**config.mk**
```make
export PLATFORM = sky130hd
export DESIGN_NAME = ia_bkpt_unit
export DESIGN_NICKNAME = d
export VERILOG_FILES = /design/src/rtl/ia_bkpt_pkg.sv /design/src/rtl/ia_cmp_slice.sv /design/src/rtl/ia_bkpt_regs.sv /design/src/rtl/ia_bkpt_ctrl.sv /design/src/rtl/ia_bkpt_unit.sv
export SDC_FILE = /design/constraint.sdc
export NUM_CORES = 1
export LEC_CHECK = 0
export BUFFER_PORTS_ARGS = -buffer_cell sky130_fd_sc_hd__buf_2
export CAP_MARGIN = 10
export CORE_UTILIZATION = 50
export DETAILED_ROUTE_END_ITERATION = 12
export PLACE_DENSITY = 0.69
export SYNTH_ARGS = -nofsm -noshare
export SYNTH_HDL_FRONTEND = slang
export SYNTH_SLANG_ARGS = --single-unit
```
**constraint.sdc**
```tcl
create_clock -name clk -period 4.8 [get_ports clk]
set_clock_uncertainty 0.1 [all_clocks]
set_input_delay 0.24 -clock clk [delete_from_list [all_inputs] [get_ports clk]]
set_output_delay 0.24 -clock clk [all_outputs]
set_load 0.02 [all_outputs]
```
**src/rtl/ia_bkpt_pkg.sv**
```systemverilog
package ia_bkpt_pkg;

    typedef enum logic [1:0] {
        K_EQ = 2'd0,
        K_NE = 2'd1,
        K_GT = 2'd2,
        K_LT = 2'd3
    } cmp_kind_e;

    // layout matches one control-register nibble: {en, sgn, kind}
    typedef struct packed {
        logic      en;
        logic      sgn;
        cmp_kind_e kind;
    } cmp_cfg_t;

    localparam int CFG_W = $bits(cmp_cfg_t);

endpackage

```
**src/rtl/ia_cmp_slice.sv**
```systemverilog
module ia_cmp_slice
    import ia_bkpt_pkg::*;
#(
    parameter int CW = 30
) (
    input  logic [CW-1:0] addr_w,
    input  logic [CW-1:0] ref_w,
    input  cmp_cfg_t      cfg,
    output logic          hit
);

    logic          eq_raw;
    logic          lt_raw;
    logic [CW-1:0] a_key;
    logic [CW-1:0] r_key;

    // signed order becomes unsigned order once the sign bit is inverted
    always_comb begin
        a_key  = addr_w;
        r_key  = ref_w;
        if (cfg.sgn) begin
            a_key[CW-1] = ~addr_w[CW-1];
            r_key[CW-1] = ~ref_w[CW-1];
        end
        eq_raw = (addr_w == ref_w);
        lt_raw = (a_key < r_key);
    end

    always_comb begin
        hit = 1'b0;
        if (cfg.en) begin
            unique case (cfg.kind)
                K_EQ: hit = eq_raw;
                K_NE: hit = ~eq_raw;
                K_GT: hit = ~eq_raw & ~lt_raw;
                K_LT: hit = lt_raw;
                default: hit = 1'b0;
            endcase
        end
    end

endmodule

```
**src/rtl/ia_bkpt_regs.sv**
```systemverilog
module ia_bkpt_regs
    import ia_bkpt_pkg::*;
#(
    parameter int NUM_CMP = 4,
    parameter int ADDR_W  = 32,
    parameter int SEL_W   = 3
) (
    input  logic                             clk,
    input  logic                             rst_n,
    input  logic                             cfg_we,
    input  logic [SEL_W-1:0]                 cfg_sel,
    input  logic [ADDR_W-1:0]                cfg_wdata,
    output logic [NUM_CMP-1:0][ADDR_W-3:0]   refs_o,
    output cmp_cfg_t [NUM_CMP-1:0]           cfgs_o,
    output logic                             nomask_o,
    output logic                             ctrl_wr_o,
    output logic                             ifm_wr_o
);

    localparam int CW         = ADDR_W - 2;
    localparam int IFM_BIT    = NUM_CMP * CFG_W;
    localparam int NOMASK_BIT = IFM_BIT + 1;

    typedef struct packed {
        logic [NUM_CMP-1:0][CW-1:0] refs;
        cmp_cfg_t [NUM_CMP-1:0]     cfgs;
        logic                       nomask;
    } reg_st_t;

    reg_st_t st_d, st_q;
    logic    ctrl_hit;

    always_comb begin
        st_d     = st_q;
        ctrl_hit = cfg_we && (cfg_sel == SEL_W'(NUM_CMP));
        for (int i = 0; i < NUM_CMP; i++) begin
            if (cfg_we && (cfg_sel == SEL_W'(i))) begin
                st_d.refs[i] = cfg_wdata[ADDR_W-1:2];
            end
            if (ctrl_hit) begin
                st_d.cfgs[i] = cmp_cfg_t'(cfg_wdata[i*CFG_W +: CFG_W]);
            end
        end
        if (ctrl_hit) begin
            st_d.nomask = cfg_wdata[NOMASK_BIT];
        end
    end

    always_ff @(posedge clk or negedge rst_n) begin
        if (!rst_n) begin
            st_q <= '0;
        end else begin
            st_q <= st_d;
        end
    end

    assign refs_o    = st_q.refs;
    assign cfgs_o    = st_q.cfgs;
    assign nomask_o  = st_q.nomask;
    assign ctrl_wr_o = ctrl_hit;
    assign ifm_wr_o  = cfg_wdata[IFM_BIT];

    // a control write lands in the enable field of every comparator
    a_r14_ctrl_loads_enable: assert property (@(posedge clk) disable iff (!rst_n)
        ctrl_hit |=> (cfgs_o[0].en == $past(cfg_wdata[CFG_W-1])));

endmodule

```
**src/rtl/ia_bkpt_ctrl.sv**
```systemverilog
module ia_bkpt_ctrl #(
    parameter int NUM_CMP = 4
) (
    input  logic               clk,
    input  logic               rst_n,
    input  logic               fetch_valid,
    input  logic               recov,
    input  logic [NUM_CMP-1:0] hits,
    input  logic               nomask,
    input  logic               ctrl_wr,
    input  logic               ifm_wr,
    output logic [NUM_CMP-1:0] evt_o,
    output logic [NUM_CMP-1:0] wp_pin_o,
    output logic               bkpt_o
);

    typedef struct packed {
        logic               ifm;
        logic               wrote;
        logic               fresh;
        logic               recov_prev;
        logic [NUM_CMP-1:0] evt;
        logic [NUM_CMP-1:0] pin;
        logic               bkpt;
    } ctl_st_t;

    ctl_st_t st_d, st_q;
    logic    qual;
    logic    cand;
    logic    ignore;
    logic    arm;

    always_comb begin
        st_d   = st_q;
        qual   = nomask || recov;
        cand   = fetch_valid && (|hits) && qual;
        ignore = cand && st_q.fresh && st_q.ifm;
        arm    = (ctrl_wr && !st_q.wrote) ||
                 (!nomask && recov && !st_q.recov_prev);

        st_d.pin        = fetch_valid ? hits : '0;
        st_d.evt        = (fetch_valid && qual) ? hits : '0;
        st_d.bkpt       = cand && !ignore;
        st_d.recov_prev = recov;
        st_d.wrote      = st_q.wrote || ctrl_wr;

        if (ctrl_wr) begin
            st_d.ifm = ifm_wr;
        end else if (ignore) begin
            st_d.ifm = 1'b0;
        end

        if (arm) begin
            st_d.fresh = 1'b1;
        end else if (cand) begin
            st_d.fresh = 1'b0;
        end
    end

    always_ff @(posedge clk or negedge rst_n) begin
        if (!rst_n) begin
            st_q <= '0;
        end else begin
            st_q <= st_d;
        end
    end

    assign evt_o    = st_q.evt;
    assign wp_pin_o = st_q.pin;
    assign bkpt_o   = st_q.bkpt;

    // no strobe, nothing reported in the following cycle
    a_r6_idle_quiet: assert property (@(posedge clk) disable iff (!rst_n)
        !fetch_valid |=> (wp_pin_o == '0 && evt_o == '0 && !bkpt_o));

    // masked mode and not recoverable means no counter event, no breakpoint
    a_r9_masked_drop: assert property (@(posedge clk) disable iff (!rst_n)
        (fetch_valid && !nomask && !recov) |=> (evt_o == '0 && !bkpt_o));

    // every counted event is also visible on the pins
    a_r8_evt_within_pin: assert property (@(posedge clk) disable iff (!rst_n)
        (evt_o & ~wp_pin_o) == '0);

    // an ignored match clears the bit and raises no request
    a_r11_ifm_self_clear: assert property (@(posedge clk) disable iff (!rst_n)
        (ignore && !ctrl_wr) |=> (!st_q.ifm && !bkpt_o));

    // non-masked mode takes every hit unless it is the one ignored
    a_r10_nomask_takes: assert property (@(posedge clk) disable iff (!rst_n)
        (fetch_valid && nomask && (|hits) && !(st_q.fresh && st_q.ifm)) |=> bkpt_o);

    // breakpoint request implies a pin is active
    a_r13_bkpt_has_pin: assert property (@(posedge clk) disable iff (!rst_n)
        bkpt_o |-> (wp_pin_o != '0));

endmodule

```
**src/rtl/ia_bkpt_unit.sv**
```systemverilog
module ia_bkpt_unit
    import ia_bkpt_pkg::*;
#(
    parameter  int NUM_CMP = 4,
    parameter  int ADDR_W  = 32,
    localparam int SEL_W   = $clog2(NUM_CMP + 1)
) (
    input  logic               clk,
    input  logic               rst_n,
    input  logic               fetch_valid,
    input  logic [ADDR_W-1:0]  fetch_addr,
    input  logic               recov,
    input  logic               cfg_we,
    input  logic [SEL_W-1:0]   cfg_sel,
    input  logic [ADDR_W-1:0]  cfg_wdata,
    output logic [NUM_CMP-1:0] evt_o,
    output logic [NUM_CMP-1:0] wp_pin_o,
    output logic               bkpt_o
);

    localparam int CW = ADDR_W - 2;

    logic [NUM_CMP-1:0][CW-1:0] refs;
    cmp_cfg_t [NUM_CMP-1:0]     cfgs;
    logic                       nomask;
    logic                       ctrl_wr;
    logic                       ifm_wr;
    logic [NUM_CMP-1:0]         hits;

    ia_bkpt_regs #(
        .NUM_CMP (NUM_CMP),
        .ADDR_W  (ADDR_W),
        .SEL_W   (SEL_W)
    ) regs_i (
        .clk       (clk),
        .rst_n     (rst_n),
        .cfg_we    (cfg_we),
        .cfg_sel   (cfg_sel),
        .cfg_wdata (cfg_wdata),
        .refs_o    (refs),
        .cfgs_o    (cfgs),
        .nomask_o  (nomask),
        .ctrl_wr_o (ctrl_wr),
        .ifm_wr_o  (ifm_wr)
    );

    for (genvar g = 0; g < NUM_CMP; g++) begin : g_cmp
        ia_cmp_slice #(
            .CW (CW)
        ) slice_i (
            .addr_w (fetch_addr[ADDR_W-1:2]),
            .ref_w  (refs[g]),
            .cfg    (cfgs[g]),
            .hit    (hits[g])
        );
    end

    ia_bkpt_ctrl #(
        .NUM_CMP (NUM_CMP)
    ) ctrl_i (
        .clk         (clk),
        .rst_n       (rst_n),
        .fetch_valid (fetch_valid),
        .recov       (recov),
        .hits        (hits),
        .nomask      (nomask),
        .ctrl_wr     (ctrl_wr),
        .ifm_wr      (ifm_wr),
        .evt_o       (evt_o),
        .wp_pin_o    (wp_pin_o),
        .bkpt_o      (bkpt_o)
    );

    // equal kind on comparator 0 shows up as its pin one cycle later
    a_r2_eq_pin: assert property (@(posedge clk) disable iff (!rst_n)
        (fetch_valid && cfgs[0].en && cfgs[0].kind == K_EQ &&
         fetch_addr[ADDR_W-1:2] == refs[0]) |=> wp_pin_o[0]);

    // a disabled comparator never drives its pin
    a_r6_disabled_low: assert property (@(posedge clk) disable iff (!rst_n)
        !cfgs[0].en |=> !wp_pin_o[0]);

endmodule

```
==> out/results.ini <==
[status]
outcome=finished, final reports clean

[critical_path]
path_class=flop to flop
slowest_delay_ns=0.52
crit_chain=inv_1 -> ha_1 -> and2_0 -> a221oi_1 -> nor2b_1 -> a211oi_1 -> o21ai_0 -> o32ai_2 -> nand4_2 -> and3b_1
critPathMaxFanout=3
cp_slowest_cell=o32ai_2
critPathRequiredTime_ns=5.02
arrival_ns=3.22
end_kind=flop
critPathLaunchType=flop

[placement]
hpwl_um=14280
dpl_cell_area_mm2=0.009320
port_buffers=78
routabilityCongestion=0.8156
dp.cells=1177

[die]
top_level_ports=81
core_area_mm2=0.01718
die_h_um=134.3
start_util_pct=50.94
rows=48
dieWidth_um=134.3
die-area_mm2=0.01803

[logic_synthesis]
synth_edf_count=0
syn_nets=1090
synth_cell_types=61
yosys_register_bits=150
synth_largest_area_cell=dfrtp_1
async_flop_share_pct=100.0
syn_area_mm2=0.008750
synth.top_cell.area_share_pct=42.90
yosys-top-cells-area=dfrtp_1 43%, ha_1 17%, mux2_2 6.6%, o21ai_0 5.7%, inv_1 5.4%
avgSynthCellArea_um2=9.700
synth_warnings=0
ys_seq_area_share_pct=42.90
synthFlopType=dfrtp_1
synthCells=902

[global_route]
gr-total-overflow=0
grt_pass1_vias=6431
grt.met3_usage_pct=3.855
grt_max_degree=62
track_usage_pct=23.19
globalRouteMet2Util_pct=36.64
antenna_found_initial=0
grt_pass1_wl_um=32180
gr-max-usage-layer=met2
grtUsageMet1_pct=33.02

[power]
leakage_nw=4.921
peakVddDrop_v=0.0002794
powerDensity_mw_per_mm2=401.5

[clock_network]
root_buffer=clkbuf_16
cts_resized=0
cts_setup_buffers=0
cts_num_sinks=150
clockBufferDepth=2
numCtsBuffers=17
clkSlewWorstSetupHoldPaths_ns=0.07
clock_latency_ns=0.42
cts_tree=built
hold_buffers=24
cts_max_level=4

[routing]
dr.pass1.iters=5
drt-total-wl_um=19130
antenna_left=0
wire_per_inst_um=15.52
via_per_inst=5.317
vias=6556
drc=0
first_iter_violations=359

[final_layout]
final_cell_mix=150 x dfrtp_1, 126 x inv_1, 116 x nand2_1, 116 x ha_1, 99 x o21ai_0
n_antenna_cell=0
post-route-cell-area_mm2=0.01016
nNetsFinal=1183
final_cells=1233
drive_above_1_share_pct=18.15
postLayoutCoreUtil_pct=59.16
area_growth_pct=16.13
nFillCells=1524
layout_commonest_cell=dfrtp_1

[sta]
worst_pin_slew_ns=1.084
rsz0062_at_grt=false
finalMaxSlewViolations=0
slew_headroom_pct=27.72
final.min_clock_period_ns=3.004
hold_viol_final=0
fmax_mhz=332.9
post-route-period-util_pct=62.58
setup_violations=0
setup_tns_ns=0

[job]
max_cap_violations=0

[worst_hold_path]
hp-class=primary input to flop

## area by class of cell
cell class / count / area, um2 / share of cell area, %
multi-input cells: 593 / 4378 / 43.09
flip-flops and latches: 150 / 3754 / 36.94
well taps: 225 / 281.5 / 2.771
repair buffers: 107 / 674.4 / 6.637
clock buffers: 18 / 439.2 / 4.322
inverters: 126 / 473.0 / 4.655
clock inverters: 14 / 161.4 / 1.588
## worst max-delay path, delay by kind of cell, from the launching register on
family          cells  cell delay [ns]
flops               1             0.37
compound gates      4             1.38
buf+inv             1             0.07
fa+ha+maj           1             0.23
simple gates        4             0.75
## cell families (layout without fill, tap and decap cells)
logic type	count (synthesis)	after routing	synth area share, %
XOR/XNOR	6	6	0.8152
AO/OA/AOI/OAI	201	201	13.96
adder cells (fa/ha/maj)	116	116	16.59
buffers and inverters	159	265	7.250
AND/OR/NAND/NOR	218	218	11.81
multiplexers	52	52	6.678
flip-flops	150	150	42.90
## sequential cells by signal (all words and copies together) (netlist names)
register / cells
regs_i.refs_o: 120
regs_i.cfgs_o: 16
ctrl_i.evt_o: 4
ctrl_i.st_q: 4
ctrl_i.wp_pin_o: 4
ctrl_i.bkpt_o: 1
regs_i.nomask_o: 1
## path summary, 6_finish.rpt
kind / startpoint / end / slack [ns] / cells after the start
max: regs_i.refs_o[47] / ctrl_i.bkpt_o / 1.80 / 10
min: cfg_wdata[17] / regs_i.refs_o[15] / 0.01 / 3
max reg2reg: regs_i.refs_o[47] / ctrl_i.bkpt_o / 1.80 / 10
min reg2reg: ctrl_i.st_q[11] / ctrl_i.st_q[11] / 0.37 / 1
max in group asynchronous: rst_n / regs_i.refs_o[51] / 3.21 / 3
min in group asynchronous: rst_n / regs_i.refs_o[70] / 0.24 / 2
## stage by stage
step / setup slack (ns) / total power [mW] / hold WS [ns]
4_1_cts: 1.825 / 4.113 / 0.0005548
2_1_floorplan: 2.289 / 2.403 / -0.1556
5_1_grt: 1.507 / 4.355 / 0.008439
6_report: 1.796 / 4.080 / 0.009976
3_3_place_gp: 1.854 / 2.670 / 0.1272
3_5_place_dp: 1.787 / 2.721 / 0.1324
## metal layers
layer,vias to the layer above,part of all wire [%]
met5,-,0
met4,0,1.3
met3,19,3.0
met2,107,46
met1,3150,50
li1,3280,-
## cell usage after synthesis, drive strengths merged, types with 3 or more instances
cell    count
nor2       27
a221oi      4
and2        5
xor2        4
o21a        4
dfrtp     150
nand4      25
a21boi      5
o21ai     101
nor3        4
nor4        5
o31ai       3
a21oi      44
nand2b      7
clkbuf     23
buf        10
inv       126
o221ai      4
a211oi      5
a21o       11
mux2       51
nor2b       7
nand2     116
nand3      11
ha        116
## power breakdown
group | total [mW] | internal, mW | leakage [nW] | switching, mW
Sequential | 1.64 | 1.53 | 1.83 | 0.114
Combinational | 1.08 | 0.469 | 2.80 | 0.606
Clock | 1.36 | 0.794 | 0.291 | 0.568
Total | 4.08 | 2.79 | 4.92 | 1.29
Power figures use the tool's default switching activity.
